## src/rtl/can_fp_pkg.sv

```systemverilog
// Package: widths, fixed frame positions and the CRC-15 step shared by the
// parser modules. Positions are counted on destuffed bits, 0 = start of frame.
package can_fp_pkg;
    localparam int IDX_W     = 7;
    localparam int POS_W     = IDX_W + 1;      // one spare bit so L+25 never wraps
    localparam int BASE_W    = 11;
    localparam int EXT_W     = 18;
    localparam int ID_W      = BASE_W + EXT_W;
    localparam int DLC_W     = 4;
    localparam int CRC_W     = 15;
    localparam int MAX_BYTES = 8;
    localparam int DATA_W    = MAX_BYTES * 8;
    localparam int DPOS_W    = $clog2(DATA_W);
    localparam logic [CRC_W-1:0] CRC_POLY = 15'h4599;

    typedef logic [POS_W-1:0] pos_t;

    // fixed positions in the control part of the frame
    localparam pos_t P_BASE_END    = pos_t'(BASE_W);
    localparam pos_t P_BIT12       = pos_t'(12);
    localparam pos_t P_IDE         = pos_t'(13);
    localparam pos_t P_STD_R0      = pos_t'(14);
    localparam pos_t P_STD_DLC_END = pos_t'(18);
    localparam pos_t P_EXT_ID_END  = pos_t'(31);
    localparam pos_t P_EXT_RTR     = pos_t'(32);
    localparam pos_t P_EXT_R1      = pos_t'(33);
    localparam pos_t P_EXT_R0      = pos_t'(34);
    localparam pos_t P_EXT_DLC_END = pos_t'(38);

    // offsets from the last data position
    localparam pos_t OFS_CRC_END = pos_t'(15);
    localparam pos_t OFS_CRC_DEL = pos_t'(16);
    localparam pos_t OFS_ACK     = pos_t'(17);
    localparam pos_t OFS_ACK_DEL = pos_t'(18);
    localparam pos_t OFS_EOF     = pos_t'(25);

    // Working and output field set of one frame.
    typedef struct packed {
        logic [BASE_W-1:0] base;
        logic [EXT_W-1:0]  ext_id;
        logic              bit12;
        logic              ide;
        logic              rtr_x;
        logic              r1;
        logic              r0;
        logic [DLC_W-1:0]  dlc;
        logic [DATA_W-1:0] data;
        logic [CRC_W-1:0]  crc_rx;
        logic              ack_ok;
        logic              sof_err;
        logic              form_err;
    } fields_t;

    // One serial CRC-15 step: shift left, fold in the polynomial on mismatch.
    function automatic logic [CRC_W-1:0] crc_step(input logic [CRC_W-1:0] c,
                                                  input logic b);
        logic fold;
        fold = b ^ c[CRC_W-1];
        return {c[CRC_W-2:0], 1'b0} ^ (fold ? CRC_POLY : '0);
    endfunction
endpackage

```

## src/rtl/can_fp_crc.sv

```systemverilog
// Serial CRC-15 accumulator.
// Assumes: start marks the first frame bit and restarts from zero; en marks
// every later bit that belongs to the protected range; clr wins over both.
module can_fp_crc
    import can_fp_pkg::*;
(
    input  logic             clk,
    input  logic             rst_n,
    input  logic             clr,
    input  logic             start,
    input  logic             en,
    input  logic             din,
    output logic [CRC_W-1:0] crc
);
    // Purpose: fold each protected bit into the running remainder.
    always_ff @(posedge clk) begin
        if (!rst_n || clr) begin
            crc <= '0;
        end else if (start) begin
            crc <= crc_step('0, din);
        end else if (en) begin
            crc <= crc_step(crc, din);
        end
    end
endmodule

```

## src/rtl/can_fp_layout.sv

```systemverilog
// Frame layout calculator: the last length-code position and the last data
// position. Pure combinational.
// Assumes: ext, rtr and dlc are final once the bit index passes the
// length code; earlier values only give positions the parser does not use.
module can_fp_layout
    import can_fp_pkg::*;
(
    input  logic             ext,
    input  logic             rtr,
    input  logic [DLC_W-1:0] dlc,
    output pos_t             dlc_end,
    output pos_t             last_data
);
    localparam int CNT_W = $clog2(MAX_BYTES + 1);

    logic [CNT_W-1:0] nbytes;

    // Purpose: clamp the length code and drop data for remote frames.
    always_comb begin
        if (rtr)
            nbytes = '0;
        else if (int'(dlc) > MAX_BYTES)
            nbytes = CNT_W'(MAX_BYTES);
        else
            nbytes = CNT_W'(dlc);
        dlc_end   = ext ? P_EXT_DLC_END : P_STD_DLC_END;
        last_data = dlc_end + pos_t'({nbytes, 3'b000});
    end
endmodule

```

## src/rtl/can_field_parser.sv

```systemverilog
// CAN frame field parser (top).
// Takes destuffed frame bits with their position and builds the fields in a
// working set. On the last end-of-frame bit it copies the set to the outputs,
// pulses frame_done, and clears the working set.
// Assumes: positions arrive in increasing order, each once, starting at 0. A
// bit at position 0 always restarts parsing, so an abandoned frame is dropped.
module can_field_parser
    import can_fp_pkg::*;
(
    input  logic              clk,
    input  logic              rst_n,
    input  logic              bit_valid,
    input  logic              bit_value,
    input  logic [IDX_W-1:0]  bit_index,
    output logic              frame_done,
    output logic              ext_frame,
    output logic              rtr,
    output logic              srr,
    output logic [1:0]        rsv,
    output logic [DLC_W-1:0]  dlc,
    output logic [BASE_W-1:0] base_id,
    output logic [EXT_W-1:0]  ext_id,
    output logic [ID_W-1:0]   full_id,
    output logic [DATA_W-1:0] data,
    output logic [CRC_W-1:0]  crc_rx,
    output logic              crc_ok,
    output logic              ack_ok,
    output logic              sof_err,
    output logic              form_err
);
    fields_t          w;          // fields of the frame in flight
    fields_t          o;          // fields of the last completed frame
    logic             o_crc_ok;
    pos_t             idx;
    pos_t             dlc_end;
    pos_t             last_data;
    logic             rtr_now;
    logic             is_start;
    logic             in_data;
    logic             in_crc;
    logic             done_now;
    logic [DPOS_W-1:0] data_off;
    logic [DPOS_W-1:0] data_pos;
    logic [CRC_W-1:0] crc_calc;

    assign idx     = pos_t'(bit_index);
    assign rtr_now = w.ide ? w.rtr_x : w.bit12;

    can_fp_layout u_layout (
        .ext       (w.ide),
        .rtr       (rtr_now),
        .dlc       (w.dlc),
        .dlc_end   (dlc_end),
        .last_data (last_data)
    );

    // Purpose: classify the offered bit against the current layout.
    always_comb begin
        is_start = bit_valid && (idx == '0);
        in_data  = (idx > dlc_end) && (idx <= last_data);
        in_crc   = (idx > last_data) && (idx <= last_data + OFS_CRC_END);
        done_now = bit_valid && (idx == last_data + OFS_EOF);
        data_off = DPOS_W'(idx - dlc_end - pos_t'(1));
        data_pos = {data_off[DPOS_W-1:3], ~data_off[2:0]};
    end

    can_fp_crc u_crc (
        .clk   (clk),
        .rst_n (rst_n),
        .clr   (done_now),
        .start (is_start),
        .en    (bit_valid && (idx <= last_data)),
        .din   (bit_value),
        .crc   (crc_calc)
    );

    // Purpose: place each accepted bit into its field of the working set.
    always_ff @(posedge clk) begin
        if (!rst_n || done_now) begin
            w <= '0;
        end else if (bit_valid) begin
            if (idx == '0) begin
                w         <= '0;
                w.sof_err <= bit_value;
            end else if (idx <= P_BASE_END) begin
                w.base <= {w.base[BASE_W-2:0], bit_value};
            end else if (idx == P_BIT12) begin
                w.bit12 <= bit_value;
            end else if (idx == P_IDE) begin
                w.ide <= bit_value;
            end else if (idx <= dlc_end) begin
                if (!w.ide) begin
                    if (idx == P_STD_R0) w.r0 <= bit_value;
                    else                 w.dlc <= {w.dlc[DLC_W-2:0], bit_value};
                end else begin
                    if (idx <= P_EXT_ID_END)   w.ext_id <= {w.ext_id[EXT_W-2:0], bit_value};
                    else if (idx == P_EXT_RTR) w.rtr_x <= bit_value;
                    else if (idx == P_EXT_R1)  w.r1 <= bit_value;
                    else if (idx == P_EXT_R0)  w.r0 <= bit_value;
                    else                       w.dlc <= {w.dlc[DLC_W-2:0], bit_value};
                end
            end else if (in_data) begin
                w.data[data_pos] <= bit_value;
            end else if (in_crc) begin
                w.crc_rx <= {w.crc_rx[CRC_W-2:0], bit_value};
            end else if (idx == last_data + OFS_CRC_DEL || idx == last_data + OFS_ACK_DEL) begin
                w.form_err <= w.form_err | ~bit_value;
            end else if (idx == last_data + OFS_ACK) begin
                w.ack_ok <= ~bit_value;
            end
        end
    end

    // Purpose: publish the completed frame and raise the one-cycle pulse.
    always_ff @(posedge clk) begin
        if (!rst_n) begin
            o          <= '0;
            o_crc_ok   <= 1'b0;
            frame_done <= 1'b0;
        end else begin
            frame_done <= done_now;
            if (done_now) begin
                o        <= w;
                o_crc_ok <= (crc_calc == w.crc_rx);
            end
        end
    end

    assign ext_frame = o.ide;
    assign rtr       = o.ide ? o.rtr_x : o.bit12;
    assign srr       = o.ide & o.bit12;
    assign rsv       = {o.r1, o.r0};
    assign dlc       = o.dlc;
    assign base_id   = o.base;
    assign ext_id    = o.ext_id;
    assign full_id   = o.ide ? {o.base, o.ext_id} : {{EXT_W{1'b0}}, o.base};
    assign data      = o.data;
    assign crc_rx    = o.crc_rx;
    assign crc_ok    = o_crc_ok;
    assign ack_ok    = o.ack_ok;
    assign sof_err   = o.sof_err;
    assign form_err  = o.form_err;
endmodule

```

## config.mk

```make
export PLATFORM = sky130hd
export DESIGN_NAME = can_field_parser
export DESIGN_NICKNAME = d
export VERILOG_FILES = /design/src/rtl/can_fp_pkg.sv /design/src/rtl/can_fp_crc.sv /design/src/rtl/can_fp_layout.sv /design/src/rtl/can_field_parser.sv
export SDC_FILE = /design/constraint.sdc
export NUM_CORES = 1
export LEC_CHECK = 0
export ABC_AREA = 1
export BUFFER_PORTS_ARGS = -buffer_cell sky130_fd_sc_hd__buf_2
export CAP_MARGIN = 40
export CORE_UTILIZATION = 60
export DETAILED_ROUTE_END_ITERATION = 8
export GPL_TIMING_DRIVEN = 1
export PLACE_DENSITY = 0.83
export SYNTH_ARGS = -nofsm -noshare
export SYNTH_HDL_FRONTEND = slang
export SYNTH_SLANG_ARGS = --single-unit
export TNS_END_PERCENT = 20
```

## constraint.sdc

```tcl
create_clock -name clk -period 9.6 [get_ports clk]
set_input_delay 0.96 -clock clk [delete_from_list [all_inputs] [get_ports clk]]
set_output_delay 0.96 -clock clk [all_outputs]
set_load 0.02 [all_outputs]
```

# Word level (Yosys, flattened, before mapping)
# Index checks and enable logic that the tools add are counted.
dict set report classes {
  mux 52
  bitwise_logic 6
  n_lt_le_gt_ge 10
  reduce_logical 37
  n_eq_ne 26
  n_addsub 8
}
# operator count
set op_table {}
lappend op_table {{$mux 118} 1}
lappend op_table {{$mux 107} 1}
lappend op_table {{$mux 18} 5}
lappend op_table {{$mux 88} 1}
lappend op_table {{$mux 87} 1}
lappend op_table {{$mux 80} 1}
lappend op_table {{$mux 15} 5}
lappend op_table {{$bwmux 64} 1}
lappend op_table {{$mux 64} 1}
lappend op_table {{$add 8x5->8 const B} 4}
lappend op_table {{$eq 7x8->1} 4}
lappend op_table {{$mux 29} 1}
lappend op_table {{$reduce_bool 2->1} 13}
lappend op_table {{$eq 7x4->1 const B} 3}
lappend op_table {{$eq 7x6->1 const B} 3}
lappend op_table {{$mux 1} 20}
lappend op_table {{$reduce_and 10->1} 2}
lappend op_table {{$reduce_and 9->1} 2}
lappend op_table {{$le 7x8->1} 2}
lappend op_table {{$mux 16} 1}
lappend op_table {{$mux 4} 4}
lappend op_table {{$reduce_and 8->1} 2}
lappend op_table {{$eq 15x15->1} 1}
lappend op_table {{$ne 3x3->1 const B} 5}
lappend op_table {{other kinds (37)} 55}
dict set report totals {
  register_bits 257
  out_inout_bits 151
  inputBits 11
}

# Longest topological paths before layout
# Gate-level depths: netlist of run 1.
dict set report depth {
  depth_word 15
  ltp_mapped 26
  depth_no_buf 25
}

# Cells and area by module
# From an unflattened synthesis of run 1, not the netlist that was laid out.
dict set report unflattened {
  cells_unflattened 1899
  area_unflattened_um2 13160.1
}
# module seq_area_each_um2 n_inst cells_each area_per_inst_um2
set by_module_without_submodules {}
lappend by_module_without_submodules {can_field_parser 4844.6 1 1777 12273.0}
lappend by_module_without_submodules {can_fp_crc 300.3 1 90 679.4}
lappend by_module_without_submodules {can_fp_layout 0.0 1 32 207.7}

# Least setup slack after synthesis of run 1
# OpenSTA, ideal clock, no wires.
dict set report synth_path {
  path_type {register to register}
  startpoint {register w[89] (netlist name)}
  endpoint {register w[7] (netlist name)}
  required_ps 9472
  t_arrival_ps 3387
  stages_incl_launch_ff 23
  period_less_slack_ps 3515
  slack_ps 6085
  path_buffers 1
  path_cell_list {dfxtp_1 inv_2 nand2_2 nand2_1 nor2_1 ha_1 inv_1 fa_1 inv_1 ha_1 inv_1 xor2_1 ha_1 and3_1 nand4_1 nand2_1 nand2_1 nand2_1 nand2_1 clkbuf_1 nand3_1 nand2_1 nor2_1}
}
dict set report synth_via {
  elab_chain_len 8
  elab_cells_between_ends 20
}
# element line_no
set synth_lines {}
lappend synth_lines {{from (decl)} can_field_parser.sv:31} ;# fields_t w;
lappend synth_lines {{$mux 1} can_field_parser.sv:47} ;# assign rtr_now = w.ide ? w.rtr_x : w.bit12;
lappend synth_lines {{$mux 4} can_fp_layout.sv:20} ;# if (rtr)
lappend synth_lines {{$add 8x7->8} can_fp_layout.sv:27} ;# last_data = dlc_end + pos_t'({nbytes, 3'b000});
lappend synth_lines {{$add 8x4->8} can_field_parser.sv:61} ;# in_crc = (idx > last_data) && (idx <= last_data + OFS_CRC_END);
lappend synth_lines {{$le 7x8->1} can_field_parser.sv:61}
lappend synth_lines {{$logic_and 1x1->1} can_field_parser.sv:61}
lappend synth_lines {{$reduce_bool 2->1 (no line)} -}
lappend synth_lines {{$reduce_and 7->1 (no line)} -}
# Parallel ways exist; a longest one is shown, timed or not.
# A chain may end at the register's enable or synchronous reset.

# Worst setup path in the final report of run 1
dict set report layout_path {
  startpoint {register w[89] (netlist name)}
  endpoint {register o (netlist bit base_id[9])}
}
dict set report layout_via {
  elab_chain_len 6
  elab_cells_between_ends 7
}
# element line_no
set layout_lines {}
lappend layout_lines {{$mux 1} can_field_parser.sv:47}
lappend layout_lines {{$mux 4} can_fp_layout.sv:20}
lappend layout_lines {{$add 8x7->8 *} can_fp_layout.sv:27}
lappend layout_lines {{$add 8x5->8 *} can_field_parser.sv:62} ;# done_now = bit_valid && (idx == last_data + OFS_EOF);
lappend layout_lines {{$eq 7x8->1 *} can_field_parser.sv:62}
lappend layout_lines {{$logic_and 1x1->1 *} can_field_parser.sv:62}
lappend layout_lines {{to (signal assigned)} can_field_parser.sv:123} ;# o <= w;
lappend layout_lines {{to (decl)} can_field_parser.sv:32} ;# fields_t o;
# Every way passes the cells marked *; elsewhere a longest branch is shown, timed or not.

==> impl_metrics.csv, run 1 <==
group,metric,value,unit
timing,fin_skew,0.0129,ns
synthesis,synth_warnings,0,
routing,dr_total_vias,11100,
power,power_density,174,nW/µm²
timing,worst_slew_pin_slew,0.915,ns
global_routing,globalRouteTotalUtil,26.9,%
timing,fmax,224,MHz
critical_path,worst_setup_path_start_kind,"register",
place,dp_hpwl,19800,µm
hold_path,worst_hold_path_stage_count,2,
synthesis,syn-cell-area,12400,µm²
cts,insertion_delay,0.53,ns
power,comb_power_share,6.5,%
global_routing,maximum_number_of_pins_on_one_net_before_global_route_repair,83,
synthesis,synth_most_common_cell,"nand2_1",
synthesis,synth_seq_cells,257,
cts,cts.sink_count,257,
die,core.rowCount,52,
timing,final.period_utilization,46.6,%
die,initial_core_utilization,61.2,%
routing,drtIter0Drc,1005,
synthesis,ys_seq_area_share,41.5,%
global_routing,number_of_antenna_violations_at_the_first_check_in_global_routing,1,
die,core_region_area,20200,µm²
die,ios,162,
critical_path,end_kind,"register",
critical_path,ff2ff_path_depth,15,
power,total_switching_power,0.537,mW
place,port_buffers,161,
timing,slew_headroom,38.8,%
power,switching_share,23.2,%
cts,post_cts_hold_buffer_count,0,
routing,viasPerCell,5.35,
timing,count_of_final_hold_check_violations,0,
cts,cts_buffer_depth,3,
global_routing,grt_pass1_wl,47800,µm
routing,drc,0,
synthesis,synth_enable_flop_cells,0,
synthesis,ys_top_cells_by_count,"nand2_1 (678), dfxtp_1 (257), a21oi_1 (128)",
power,vdd_drop_max,0.129,mV
cts,tritoncts_clock_tree,"yes",
critical_path,endpoint_required_time_on_the_critical_path,9.97,ns
timing,fin_tns_setup,0,ns
timing,report.final.slew_viol_count,0,
routing,wl_per_cell,14.1,µm
power,internal_power_of_the_cells,1.77,mW
timing,layout_setup_ws,5.13,ns
cts,postCtsSetupBuffers,0,
die,die_span_x,146,µm
routing,post_drt_antenna_nets,0,
synthesis,netlist-cell-type-count,42,
cts,clockRootBuffer,"clkbuf_16",
power,clock_power_share,46.5,%
die,dieArea,21200,µm²
synthesis,synth.top_cells.by_area,"dfxtp_1 (42%), nand2_1 (21%), buf_4 (7.5%)",
synthesis,ys_async_sr_fraction,0,%
status,status,"finished, final reports clean",
timing,finalWorstPathRequiredPeriod,4.47,ns
cts,cts.clk_slew.worst_paths,0.06,ns
synthesis,yosys_most_used_dff,"dfxtp_1",
synthesis,syn_avg_cell_area,6.97,µm²
power,report.power.total,2.31,mW
timing,setup_viol_count_final,0,
synthesis,syn-instance-count,1778,
power,power_frac_seq,46.9,%
cells_and_area,area.growth.synth_to_final,7.17,%
global_routing,vias_in_the_first_global_route,10100,
synthesis,synth.largest_area_cell,"dfxtp_1",
cells_and_area,final_layout_size_suffix_gt1_share,13.1,%
cells_and_area,finalNonFillerCells,2070,
critical_path,crit_path_category,"register to register",
critical_path,cp_data_arrival_time,4.84,ns
place,place_ws,4.87,ns
timing,timing.hold.ws,0.440,ns
synthesis,synth_net_count,1811,
die,fp.dieH,146,µm
synthesis,post-synth-top-area-fraction,41.5,%
place,gp_congestion,0.938,
cts,cts_inserted_buffers,26,
cts,cts_resized,0,
hold_path,worstHoldPathType,"register to register",
place,placed_instances,2022,
cells_and_area,antenna-diode-count,0,
job,max_cap_violations,0,
routing,wl,29200,µm
cts,cts-htree-levels,1,
timing,rsz0062_at_grt,"false",
global_routing,grt_overflow_total,0,
cells_and_area,nets,1813,
power,total_leakage_power,6.27,nW
critical_path,worstPathMaxFanout,78,
routing,detailed_routing_iteration_count_for_the_pre_antenna_repair_pass,6,
cell families (layout without fill, tap and decap cells):
| kind of cell | Yosys count | count (layout) | share of synthesized area (%) |
|---|---|---|---|
| AOI/OAI and AO/OA | 251 | 251 | 10.7 |
| xor gates and xnor gates | 20 | 20 | 1.41 |
| adders and majority gates | 22 | 22 | 2.28 |
| buffers and inverters | 315 | 337 | 14.0 |
| DFF | 257 | 257 | 41.5 |
| and+or+nand+nor | 913 | 913 | 30.1 |
cell usage in the layout (no fill, tap or decap), types with 15 or more instances in the layout:
cell,count
ha_1,21
clkbuf_16,27
xor2_1,15
dfxtp_1,257
nor2_1,107
o21ai_0,100
nand3_1,60
a21oi_1,128
buf_2,161
inv_1,113
nand4_1,42
nand2_1,678
per-layer routing:
metal | GRT usage (%) | vias up | part of all wire [%]
met5 | 0 | - | 0.034
met4 | 12.3 | 2 | 4.0
met3 | 4.04 | 91 | 6.7
met2 | 44.5 | 398 | 47
met1 | 34.7 | 5054 | 42
li1 | - | 5530 | -
power groups by stage:
stage	logic (mW)	registers, mW	clock network, mW
3_5_place_dp	0.148	1.11	0
5_1_grt	0.167	1.08	1.13
4_1_cts	0.149	1.08	1.09
6_report	0.151	1.08	1.08
2_1_floorplan	0.113	1.10	0
3_3_place_gp	0.143	1.11	0
final cells by class:
cell class                 count  area (µm²)
tap                          270         338
fill                        1763        6960
clock inverter                10         155
inverter                     118         445
clock buffer                  38         767
multi-input combinational   1206        5520
timing repair buffer         171         908
sequential                   257        5140
worst paths after layout:
check | startpoint | end | slack [ns]
worst max register to register | w[89]$_SDFFE_PP0P_ | base_id[9]$_SDFFE_PN0P_ | 5.13
worst min register to register | data[34]$_SDFFE_PN0P_ | data[34]$_SDFFE_PN0P_ | 0.44
worst max-delay path | w[89]$_SDFFE_PP0P_ | base_id[9]$_SDFFE_PN0P_ | 5.13
worst min-delay path | data[34]$_SDFFE_PN0P_ | data[34]$_SDFFE_PN0P_ | 0.44
flip-flops by register name, indices dropped and copies added, names as in the netlist:
name        flops
ext_id         18
crc_ok          1
w             120
frame_done      1
o               2
rsv             2
crc_rx         15
ext_frame       1
data           64
dlc             4
u_crc.crc      15
base_id        11
ack_ok          1
sof_err         1
form_err        1
worst max-delay path, cell delays in order (launching register included):
cell	delay, ns
dfxtp_1	0.55
inv_2	0.19
nand2_2	0.11
nand2_1	0.10
nor2_1	0.12
ha_1	0.31
inv_1	0.21
ha_1	0.28
xor2_1	0.16
nor4_1	0.33
nand4_1	0.14
nor2_1	0.27
a21oi_4	0.10
inv_4	0.48
buf_4	0.75
o21ai_0	0.19
metrics by stage:
stage	util, %	instance area (µm²)
after global routing	65.6	13300
final	65.6	13300
after global placement	60.9	12300
after CTS	65.6	13300
after floorplan	-	12400
after detailed placement	61.1	12400
(Power assumes the default switching activity.)
==> run 2, diff against run 1 <==
- CORE_UTILIZATION: 60 -> 58
- PLACE_DENSITY: 0.83 -> 0.81
- clock period: 9.6 -> 4.23 ns (I/O delays scaled with it)
==> impl_metrics.csv, run 2 (synthesis results as in run 1) <==
group,metric,value,unit
power,vdd_drop_max,0.390,mV
critical_path,worst_setup_path_start_kind,"register",
routing,drtIter0Drc,979,
cells_and_area,fillCellCount,1876,
die,fp.dieH,148,µm
die,initial_core_utilization,59.1,%
timing,slew_headroom,54.1,%
place,place_ws,0.357,ns
routing,detailed_routing_iteration_count_for_the_pre_antenna_repair_pass,5,
timing,count_of_final_hold_check_violations,0,
cells_and_area,layout.cells.most_common,"nand2_1",
cells_and_area,largest_register_ffs,120,
cells_and_area,registers.top_by_ff_count,"w",
routing,viasPerCell,5.30,
cts,tritoncts_clock_tree,"yes",
place,dp_hpwl,19300,µm
cts,cts.sink_count,257,
cells_and_area,area.growth.synth_to_final,7.75,%
critical_path,crit_path_category,"register to register",
global_routing,grt_pass1_wl,47500,µm
critical_path,cp_data_arrival_time,4.20,ns
place,gp_congestion,0.914,
job,max_cap_violations,0,
global_routing,number_of_antenna_violations_at_the_first_check_in_global_routing,2,
critical_path,end_kind,"register",
die,ios,162,
timing,final.period_utilization,90.0,%
routing,post_drt_antenna_nets,0,
critical_path,worstPathMaxFanout,14,
cts,clockRootBuffer,"clkbuf_16",
cells_and_area,leading_cell_types_in_the_layout_fill_and_taps_excluded,"nand2_1 (678), dfxtp_1 (256), buf_2 (161)",
critical_path,critical_path.n_buffers_inverters,5,
timing,timing.hold.ws,0.218,ns
critical_path,worstSetupStartpoint,"w[89]$_SDFFE_PP0P_",
critical_path,timing.critical_path.mode_cell,"nand2_1",
critical_path,endpoint_required_time_on_the_critical_path,4.62,ns
timing,finalWorstPathRequiredPeriod,3.81,ns
critical_path,crit_path_cell_trace,"inv_2, nand2_2, nand2_1, nor2_1, ha_1, inv_1, fa_1, inv_1, ha_1, inv_1, xor2_1, ha_1, and3_1, nand4_1, nand2_1, nand2_1, nand2_1, nand2_1, buf_4, nand3_1, nand2_1, nor2_1",
cts,insertion_delay,0.53,ns
critical_path,r2r_start,"w[89]$_SDFFE_PP0P_",
cells_and_area,nets,1819,
place,port_buffers,161,
cts,cts_inserted_buffers,26,
timing,fmax,263,MHz
die,dieArea,21900,µm²
timing,fin_skew,0.00943,ns
critical_path,critical_path_s_largest_stage_delay,0.58,ns
cells_and_area,postLayoutCoreUtil,63.7,%
timing,report.final.slew_viol_count,0,
critical_path,cpMaxStageDelayCell,"fa_1",
cells_and_area,final_layout_size_suffix_gt1_share,13.5,%
timing,rsz0062_at_grt,"false",
die,core_region_area,21000,µm²
hold_path,worstHoldPathType,"input port to register",
hold_path,min_from,"bit_value",
die,core.rowCount,53,
global_routing,globalRouteTotalUtil,25.9,%
die,die_span_x,148,µm
power,power_density,387,nW/µm²
global_routing,grt_overflow_total,0,
timing,setup_viol_count_final,0,
timing,worst_slew_pin_slew,0.688,ns
cts,cts_buffer_depth,3,
timing,layout_setup_ws,0.422,ns
timing,fin_tns_setup,0,ns
cts,cts-htree-levels,1,
routing,wl,28800,µm
routing,dr_total_vias,11000,
power,report.power.total,5.17,mW
routing,wl_per_cell,13.8,µm
power,total_leakage_power,6.31,nW
global_routing,maximum_number_of_pins_on_one_net_before_global_route_repair,141,
cts,postCtsSetupBuffers,0,
critical_path,path_delay_family,"adder cells",
status,status,"finished, final reports clean",
routing,drc,0,
cts,cts.clk_slew.worst_paths,0.06,ns
cells_and_area,largest_registers,"w: 120 flops, data: 64 flops, ext_id: 18 flops",
global_routing,vias_in_the_first_global_route,9796,
==> run 2: cell count changes in the layout (fill, tap and decap cells not counted), sizes merged <==
cell and change:
buf +6, clkinv +3, diode +2, bufinv -1, clkbuf -1, clkinvlp -1, inv -1
==> run 2: where the power goes <==
group          leakage [nW]  internal [mW]  switching (mW)
sequential             2.07           2.44          0.0210
clock                 0.439           1.42           0.944
combinational          3.80         0.0918           0.256
==> run 2: area by class of cell <==
cell class	count	area [µm²]	area share, %
Clock inverter	10	143	1.07
Sequential cell	257	5150	38.6
Antenna cell	2	5.00	0.0375
Tap cell	275	344	2.58
Multi-Input combinational cell	1206	5530	41.4
Timing Repair Buffer	177	988	7.40
Inverter	118	444	3.33
Clock buffer	37	752	5.63
==> run 2: metrics by stage <==
stage                     cells  cell area (µm²)
after floorplan            1778            12400
after global routing       2082            13300
after detailed placement   2033            12400
final                      2082            13300
after global placement     2033            12400
after CTS                  2080            13300
==> run 2: what timing repair did <==
item                                    CTS  global route
endpoints found under the setup margin    0             8
hold buffers                              0             0
gates resized for setup                   0             3
==> run 2: tightest hold or removal path, stage by stage <==
cell and delay (ns):
buf_2 0.15, nand2_1 0.08, a21oi_1 0.06
==> run 2: path summary, 6_finish.rpt <==
path	depth (start not counted)	endpoint	slack (ns)
worst max register to register	22	w[7]$_SDFFE_PP0P_	0.42
worst min register to register	2	data[30]$_SDFFE_PN0P_	0.44
worst min-delay path	3	w[91]$_SDFFE_PP0P_	0.22
worst max-delay path	22	w[7]$_SDFFE_PP0P_	0.42
==> run 2: per-layer routing <==
metal | vias to the layer above | global-route usage [%] | share of wire [%]
li1 | 5551 | - | -
met1 | 5051 | 35.0 | 44
met2 | 376 | 43.0 | 47
met3 | 59 | 3.44 | 6.3
met4 | 0 | 8.14 | 2.5
met5 | - | 0 | 0
